$ cat src/rtl/vls_pkg.sv
// Shared types for the video line token sequencer.
// Token codes and step numbering are visible to neighbours, so their values are fixed.
package vls_pkg;

    typedef enum logic [2:0] {
        TK_VSS   = 3'd0,
        TK_VSE   = 3'd1,
        TK_HSS   = 3'd2,
        TK_HSE   = 3'd3,
        TK_BLANK = 3'd4,
        TK_PIXEL = 3'd5,
        TK_NULL  = 3'd6,
        TK_EOT   = 3'd7
    } tok_kind_e;

    // Position of each region inside a line; the order is the emission order.
    typedef enum logic [2:0] {
        ST_LEAD    = 3'd0,
        ST_SYNCW   = 3'd1,
        ST_SYNCEND = 3'd2,
        ST_BACK    = 3'd3,
        ST_PAY     = 3'd4,
        ST_FILL    = 3'd5,
        ST_FRONT   = 3'd6,
        ST_TAIL    = 3'd7
    } step_e;

    typedef enum logic [1:0] {
        LC_VSYNC,
        LC_VPORCH,
        LC_ACTIVE,
        LC_VFRONT
    } line_cls_e;

    localparam logic [2:0] MODE_EVENTS = 3'd0;
    localparam logic [2:0] MODE_BURST  = 3'd1;
    localparam logic [2:0] MODE_PULSE  = 3'd2;

    typedef struct packed {
        logic [2:0] mode;
        logic       sync_end_en;
        logic       skip_hsa;
        logic       skip_hbp;
        logic       skip_hfp;
        logic       auto_vcnt;
        logic       eot_off;
        logic [1:0] vc;
        logic [2:0] fmt;
    } flags_t;

    // Bits per pixel for each format code.
    function automatic logic [4:0] fmt_bpp(input logic [2:0] f);
        case (f)
            3'd0:    return 5'd3;
            3'd1:    return 5'd8;
            3'd2:    return 5'd12;
            3'd3:    return 5'd16;
            3'd4:    return 5'd16;
            3'd5:    return 5'd18;
            default: return 5'd24;
        endcase
    endfunction

endpackage

$ cat src/rtl/vls_payload_calc.sv
// Payload byte count for one active line.
// Computes ceil(width * bpp / 8). Assumes the result fits in LEN_W bits.
module vls_payload_calc #(
    parameter int PIX_W = 12,
    parameter int LEN_W = 16
) (
    input  logic [2:0]       fmt,
    input  logic [PIX_W-1:0] width,
    output logic [LEN_W-1:0] bytes
);
    import vls_pkg::*;

    localparam int BIT_W = PIX_W + 6;

    logic [BIT_W-1:0] bits;
    logic [BIT_W-1:0] rounded;

    // Multiply the width by bpp, then round up to whole bytes.
    always_comb begin
        bits    = BIT_W'(width) * BIT_W'(fmt_bpp(fmt));
        rounded = bits + BIT_W'(7);
        bytes   = LEN_W'(rounded >> 3);
    end
endmodule

$ cat src/rtl/vls_vtimer.sv
// Vertical line counter. Classifies the current line of the frame and flags the
// first line, the line that carries the vertical sync end, and the last line.
// Assumes the counts stay stable during a frame and vact >= 1.
module vls_vtimer #(
    parameter int LINE_W = 12
) (
    input  logic              clk,
    input  logic              rst_n,
    input  logic              restart,
    input  logic              advance,
    input  logic              auto_vcnt,
    input  logic [LINE_W-1:0] vsa,
    input  logic [LINE_W-1:0] vbp,
    input  logic [LINE_W-1:0] vact,
    input  logic [LINE_W-1:0] vfp,
    output vls_pkg::line_cls_e line_cls,
    output logic              first_line,
    output logic              vse_line,
    output logic              last_line
);
    import vls_pkg::*;

    localparam int SUM_W = LINE_W + 2;

    logic [SUM_W-1:0] line_q;
    logic [SUM_W-1:0] a_end, b_end, c_end, total;

    // Region boundaries; auto counting folds sync and back porch away.
    always_comb begin
        a_end = auto_vcnt ? '0 : SUM_W'(vsa);
        b_end = auto_vcnt ? '0 : SUM_W'(vsa) + SUM_W'(vbp);
        c_end = b_end + SUM_W'(vact);
        total = c_end + SUM_W'(vfp);
    end

    // Classify the current line and flag its position.
    always_comb begin
        if (line_q < a_end)      line_cls = LC_VSYNC;
        else if (line_q < b_end) line_cls = LC_VPORCH;
        else if (line_q < c_end) line_cls = LC_ACTIVE;
        else                     line_cls = LC_VFRONT;
        first_line = (line_q == '0);
        vse_line   = !auto_vcnt && (vsa != '0) && (line_q == a_end);
        last_line  = (line_q == total - SUM_W'(1));
    end

    // Advance the line counter at each line end and wrap at frame end.
    always_ff @(posedge clk) begin
        if (!rst_n)       line_q <= '0;
        else if (restart) line_q <= '0;
        else if (advance) line_q <= last_line ? '0 : line_q + SUM_W'(1);
    end


    line_within_frame_chk: assert property (@(posedge clk) disable iff (!rst_n)
        advance |-> line_q < total);
endmodule

$ cat src/rtl/vls_hstep.sv
// Horizontal stepper. Moves through the eight region slots of a line and skips
// the slots that are absent. Slot 0 is always present.
module vls_hstep (
    input  logic           clk,
    input  logic           rst_n,
    input  logic           fire,
    input  logic [7:0]     present,
    output vls_pkg::step_e step,
    output logic           line_done
);
    import vls_pkg::*;

    logic [2:0] step_q;
    logic [2:0] nxt;

    // Find the lowest present slot above the current one.
    always_comb begin
        nxt       = step_q;
        line_done = 1'b1;
        for (int i = 7; i >= 1; i--) begin
            if ((3'(i) > step_q) && present[i]) begin
                nxt       = 3'(i);
                line_done = 1'b0;
            end
        end
    end

    // Move to the next slot on each accepted token; return to slot 0 at line end.
    always_ff @(posedge clk) begin
        if (!rst_n)    step_q <= '0;
        else if (fire) step_q <= line_done ? '0 : nxt;
    end

    assign step = step_e'(step_q);


    step_rises_chk: assert property (@(posedge clk) disable iff (!rst_n)
        fire && !line_done |=> step_q > $past(step_q));
endmodule

$ cat src/rtl/vid_line_seq.sv
// Video-mode line token sequencer (top). Captures the configuration in an idle
// cycle, then emits the tokens of one frame on a valid/ready stream.
// Assumes cfg_vact >= 1. The outputs are a function of state only, so they hold
// while the stream is stalled.
module vid_line_seq #(
    parameter int LINE_W = 12,
    parameter int LEN_W  = 16,
    parameter int PIX_W  = 12
) (
    input  logic              clk,
    input  logic              rst_n,
    input  logic [2:0]        cfg_mode,
    input  logic              cfg_sync_end_en,
    input  logic              cfg_skip_hsa,
    input  logic              cfg_skip_hbp,
    input  logic              cfg_skip_hfp,
    input  logic              cfg_auto_vcnt,
    input  logic              cfg_eot_off,
    input  logic [1:0]        cfg_vc,
    input  logic [2:0]        cfg_pix_fmt,
    input  logic [LINE_W-1:0] cfg_vsa,
    input  logic [LINE_W-1:0] cfg_vbp,
    input  logic [LINE_W-1:0] cfg_vact,
    input  logic [LINE_W-1:0] cfg_vfp,
    input  logic [LEN_W-1:0]  cfg_hsa,
    input  logic [LEN_W-1:0]  cfg_hbp,
    input  logic [LEN_W-1:0]  cfg_hfp,
    input  logic [PIX_W-1:0]  cfg_width,
    input  logic [LEN_W-1:0]  cfg_act_time,
    output logic              tok_valid,
    input  logic              tok_ready,
    output logic [2:0]        tok_kind,
    output logic [LEN_W-1:0]  tok_len,
    output logic [1:0]        tok_vc
);
    import vls_pkg::*;

    flags_t            flags_q;
    logic [LINE_W-1:0] vsa_q, vbp_q, vact_q, vfp_q;
    logic [LEN_W-1:0]  hsa_q, hbp_q, hfp_q, act_q;
    logic [PIX_W-1:0]  width_q;
    logic              running;

    logic              mode_ok, load, fire, frame_end;
    logic              is_act, pulse, nonburst;
    logic [7:0]        present;
    logic [LEN_W-1:0]  pay_bytes;
    line_cls_e         line_cls;
    logic              first_line, vse_line, last_line, line_done;
    step_e             step;
    tok_kind_e         kind;

    assign mode_ok   = (cfg_mode <= MODE_PULSE);
    assign load      = !running && mode_ok;
    assign fire      = running && tok_ready;
    assign frame_end = fire && line_done && last_line;

    // Capture the frame configuration in the idle cycle.
    always_ff @(posedge clk) begin
        if (!rst_n) begin
            flags_q <= '0;
            vsa_q   <= '0; vbp_q <= '0; vact_q <= '0; vfp_q <= '0;
            hsa_q   <= '0; hbp_q <= '0; hfp_q  <= '0; act_q <= '0;
            width_q <= '0;
        end else if (load) begin
            flags_q <= '{mode: cfg_mode, sync_end_en: cfg_sync_end_en,
                         skip_hsa: cfg_skip_hsa, skip_hbp: cfg_skip_hbp,
                         skip_hfp: cfg_skip_hfp, auto_vcnt: cfg_auto_vcnt,
                         eot_off: cfg_eot_off, vc: cfg_vc, fmt: cfg_pix_fmt};
            vsa_q   <= cfg_vsa;  vbp_q <= cfg_vbp;  vact_q <= cfg_vact; vfp_q <= cfg_vfp;
            hsa_q   <= cfg_hsa;  hbp_q <= cfg_hbp;  hfp_q  <= cfg_hfp;  act_q <= cfg_act_time;
            width_q <= cfg_width;
        end
    end

    // Frame activity: set on load, cleared after the last token of the frame.
    always_ff @(posedge clk) begin
        if (!rst_n)         running <= 1'b0;
        else if (load)      running <= 1'b1;
        else if (frame_end) running <= 1'b0;
    end

    vls_payload_calc #(.PIX_W(PIX_W), .LEN_W(LEN_W)) u_pay (
        .fmt   (flags_q.fmt),
        .width (width_q),
        .bytes (pay_bytes)
    );

    vls_vtimer #(.LINE_W(LINE_W)) u_vt (
        .clk        (clk),
        .rst_n      (rst_n),
        .restart    (load),
        .advance    (fire && line_done),
        .auto_vcnt  (flags_q.auto_vcnt),
        .vsa        (vsa_q),
        .vbp        (vbp_q),
        .vact       (vact_q),
        .vfp        (vfp_q),
        .line_cls   (line_cls),
        .first_line (first_line),
        .vse_line   (vse_line),
        .last_line  (last_line)
    );

    // Decide which region slots the current line contains.
    always_comb begin
        is_act   = (line_cls == LC_ACTIVE);
        pulse    = (flags_q.mode == MODE_PULSE);
        nonburst = (flags_q.mode != MODE_BURST);
        present[ST_LEAD]    = 1'b1;
        present[ST_SYNCW]   = is_act && pulse && !flags_q.skip_hsa && (hsa_q != '0);
        present[ST_SYNCEND] = is_act ? pulse : flags_q.sync_end_en;
        present[ST_BACK]    = is_act && !flags_q.skip_hbp && (hbp_q != '0);
        present[ST_PAY]     = is_act && (pay_bytes != '0);
        present[ST_FILL]    = is_act && nonburst && (act_q > pay_bytes);
        present[ST_FRONT]   = is_act && !flags_q.skip_hfp && (hfp_q != '0);
        present[ST_TAIL]    = !flags_q.eot_off;
    end

    vls_hstep u_hs (
        .clk       (clk),
        .rst_n     (rst_n),
        .fire      (fire),
        .present   (present),
        .step      (step),
        .line_done (line_done)
    );

    // Map the current slot to a token code and length.
    always_comb begin
        kind    = TK_EOT;
        tok_len = '0;
        case (step)
            ST_LEAD:    kind = first_line ? TK_VSS : ((vse_line && pulse) ? TK_VSE : TK_HSS);
            ST_SYNCW:   begin kind = TK_BLANK; tok_len = hsa_q; end
            ST_SYNCEND: kind = TK_HSE;
            ST_BACK:    begin kind = TK_BLANK; tok_len = hbp_q; end
            ST_PAY:     begin kind = TK_PIXEL; tok_len = pay_bytes; end
            ST_FILL:    begin kind = TK_NULL;  tok_len = act_q - pay_bytes; end
            ST_FRONT:   begin kind = TK_BLANK; tok_len = hfp_q; end
            default:    kind = TK_EOT;
        endcase
    end

    assign tok_valid = running;
    assign tok_kind  = kind;
    assign tok_vc    = flags_q.vc;


    stall_hold_chk: assert property (@(posedge clk) disable iff (!rst_n)
        tok_valid && !tok_ready |=> tok_valid && $stable(tok_kind) && $stable(tok_len) && $stable(tok_vc));


    vc_frame_stable_chk: assert property (@(posedge clk) disable iff (!rst_n)
        tok_valid && $past(tok_valid) |-> tok_vc == $past(tok_vc));


    cfg_frozen_chk: assert property (@(posedge clk) disable iff (!rst_n)
        running && $past(running) |-> $stable(flags_q) && $stable(act_q) && $stable(width_q));


    burst_no_fill_chk: assert property (@(posedge clk) disable iff (!rst_n)
        tok_valid && tok_kind == TK_NULL |-> flags_q.mode != MODE_BURST);
endmodule

$ cat config.mk
export PLATFORM = sky130hd
export DESIGN_NAME = vid_line_seq
export DESIGN_NICKNAME = d
export VERILOG_FILES = /design/src/rtl/vls_pkg.sv /design/src/rtl/vls_payload_calc.sv /design/src/rtl/vls_vtimer.sv /design/src/rtl/vls_hstep.sv /design/src/rtl/vid_line_seq.sv
export SDC_FILE = /design/constraint.sdc
export NUM_CORES = 1
export LEC_CHECK = 0
export ABC_AREA = 1
export BUFFER_PORTS_ARGS = -buffer_cell sky130_fd_sc_hd__buf_2
export CAP_MARGIN = 20
export CELL_PAD_IN_SITES_DETAIL_PLACEMENT = 0
export CELL_PAD_IN_SITES_GLOBAL_PLACEMENT = 2
export CORE_MARGIN = 4
export CORE_UTILIZATION = 33
export CTS_CLUSTER_SIZE = 12
export DETAILED_ROUTE_END_ITERATION = 6
export GPL_TIMING_DRIVEN = 0
export MAX_ROUTING_LAYER = met4
export PLACE_DENSITY = 0.91
export SLEW_MARGIN = 20
export SYNTH_ARGS = -nofsm -noshare
export SYNTH_HDL_FRONTEND = slang
export SYNTH_SLANG_ARGS = --single-unit
$ cat constraint.sdc
create_clock -name clk -period 8.4 [get_ports clk]
set_input_delay 1.68 -clock clk [delete_from_list [all_inputs] [get_ports clk]]
set_output_delay 1.68 -clock clk [all_outputs]
set_load 0.01 [all_outputs]
==> flow_summary.ini <==
[status]
status = finished clean

[yosys]
syn_area_sq_um = 12700
ys_types = 51
async_reset_ff_share_pct = 0
synthCells = 1867
synthFlopType = dfxtp_1
ys_seq_area_share_pct = 24.5
synth.ff_latch_count = 156
synth_edf_count = 0
syn_nets = 2176
syn-mean-instance-area_sq_um = 6.81
ys_warn_count = 0

[drt]
routed_via_density = 4.88
drc = 0
drt-total-wl_um = 43200
drtIter0Drc = 796
wl_per_cell_um = 16.8
ant_nets = 0
vias = 12600
dr.pass1.iters = 6

[sta]
max-slew-margin-rel_pct = 33.6
setup_violations = 0
fin_crit_sh_pct = 95.7
drv_slew = 0
tightest_slew_ps = 995
setup_tns_ps = 0
fmax_ghz = 0.124
worst_slack_ps = 363
fin_hold_ws_ps = 455
fin_crit_ps = 8040
finClkSkew_ps = 13.0
hold_viol = 0

[floorplanning]
die_h_um = 204
core_sq_um = 37800
rows = 71
pin_count = 163
die-area_sq_um = 41800
start_util_pct = 33.6
die_x_um = 204

[grt]
grt_util_all_layers_pct = 21.1
grt_pass1_vias = 12300
grt_pass1_wl_um = 67600
antenna_found_initial = 0
grt_overflow_total = 0
grt_max_degree = 17

[placed_design]
place_ws_ps = 190
postPlaceCellArea_sq_um = 14200
place.gp.congestion = 0.930
place_hpwl_um = 35700
io_buffers = 162

[cts]
ctsHoldBuffers = 0
cts_root_buf = clkbuf_16
cts.sinks = 156
clk_latency_ps = 430
htree_num_levels = 4
clk_path_buf_depth = 2
cts_buffers = 17
cts_tree = yes
path_clk_slew_ps = 60

[critical_path]
start_kind = flip-flop
timing.critical_path.mode_cell = inv_1
critPathKind = flip-flop to output pin
path_max_fanout = 8
worstPathArrival_ps = 6360
worst_path_max_delay_cell = fa_1
endpoint_kind = output pin
slowest_delay_ps = 550
required_ps = 6720

[layout]
layout-drive-gt1-share_pct = 13.9
area_growth_pct = 16.8
layout_commonest_cell = inv_1
diodes = 0
layout.nets = 2361
final_cell_area_sq_um = 14900
final_cell_mix = 286 x inv_1, 280 x nor2_1, 257 x nand2_1
fillers = 4056

[power]
vdd_ir_drop_max_uv = 124
leakage_uw = 0.00701
p_per_area_nw_per_um2 = 198

[job]
maxCapViolCount = 0

[hold_path]
hold_path.class = flip-flop to flip-flop
==> layer usage <==
layer	share of wire (%)	vias up	GRT usage [%]
met1	51	5719	30.3
met5	0	-	-
li1	-	6464	-
met2	43	335	32.0
met4	2.1	0	5.46
met3	4.4	46	2.08
==> cells by family after synthesis <==
| kind of cell | Yosys count | share of synthesized area [%] |
|---|---|---|
| buffers and inverters | 363 | 11.0 |
| and+or+nand+nor | 720 | 24.6 |
| DFF | 156 | 24.5 |
| AOI/OAI and AO/OA | 409 | 17.7 |
| xor gates and xnor gates | 51 | 3.51 |
| adders and majority gates | 168 | 18.7 |
==> worst max-delay path, delay by kind of cell, from the launching register on <==
| family | cells | cell delay (ps) |
|---|---|---|
| AO/OA/AOI/OAI | 7 | 1260 |
| XOR/XNOR | 1 | 120 |
| adder cells (fa/ha/maj) | 5 | 2140 |
| buffers and inverters | 10 | 1030 |
| flip-flops | 1 | 380 |
| AND/OR/NAND/NOR | 7 | 990 |
==> power breakdown <==
group / internal (uW) / total (uW) / switching [uW]
sequential: 798 / 840 / 42.4
clock: 428 / 775 / 347
combinational: 481 / 1330 / 852
total: 1710 / 2950 / 1240
==> flip-flops by register name (all words and copies together), names as in the netlist, 14 cells and up <==
signal	flops
act_q	16
hbp_q	16
hfp_q	16
hsa_q	16
u_vt.line_q	14
==> synth_stat cells, types with 8 or more instances <==
| library cell | instances | area (sq um) |
|---|---|---|
| nand2_2 | 18 | 113 |
| o21bai_1 | 8 | 60.1 |
| xnor2_1 | 8 | 70.1 |
| inv_1 | 288 | 1080 |
| o211ai_1 | 9 | 67.6 |
| dfxtp_1 | 156 | 3120 |
| a31oi_1 | 9 | 56.3 |
| a21oi_2 | 13 | 114 |
| o22ai_1 | 11 | 68.8 |
| nor4_1 | 16 | 100 |
| ha_1 | 131 | 1640 |
| nand4_1 | 22 | 138 |
| clkbuf_1 | 53 | 199 |
| nand3_1 | 66 | 330 |
| fa_1 | 37 | 741 |
| nand2_1 | 259 | 972 |
| a21oi_1 | 153 | 766 |
| nor2_1 | 281 | 1050 |
| xor2_1 | 43 | 377 |
| o21ai_0 | 175 | 876 |
| nor3_1 | 27 | 135 |
==> area by class of cell <==
type	count	area, sq um	share of cell area (%)
Tap cell	511	639	4.30
Multi-Input combinational cell	1348	8280	55.7
Sequential cell	156	3130	21.1
Timing Repair Buffer	167	848	5.71
Buffer	60	262	1.76
Inverter	302	1140	7.67
Clock buffer	21	460	3.10
Clock inverter	11	108	0.724
==> worst paths after layout <==
kind,start,depth (start not counted),to,slack [ps]
worst max-delay path,flags_q[2]$_SDFFE_PN0P_,30,tok_len[14],360
worst min-delay path,flags_q[10]$_SDFFE_PN0P_,2,flags_q[10]$_SDFFE_PN0P_,460
worst min register to register,flags_q[10]$_SDFFE_PN0P_,2,flags_q[10]$_SDFFE_PN0P_,460
worst max register to register,vsa_q[0]$_SDFFE_PN0P_,35,u_vt.line_q[3]$_SDFFE_PP0P_,2290
==> metrics by stage <==
step	std cells	util, %	total power (uW)
3_3_place_gp	2540	37.4	2140
6_report	2576	39.3	2950
3_5_place_dp	2540	37.5	2150
4_1_cts	2572	39.0	2940
2_1_floorplan	1867	-	1800
5_1_grt	2576	39.3	3190
==> repair_timing <==
item	4_1_cts	5_1_grt
pin swaps	0	3
cloned	0	0
endpoints found under the setup margin	3	5
setup buffers	0	5
gates resized for setup	5	24
Power figures use the tool's default switching activity.
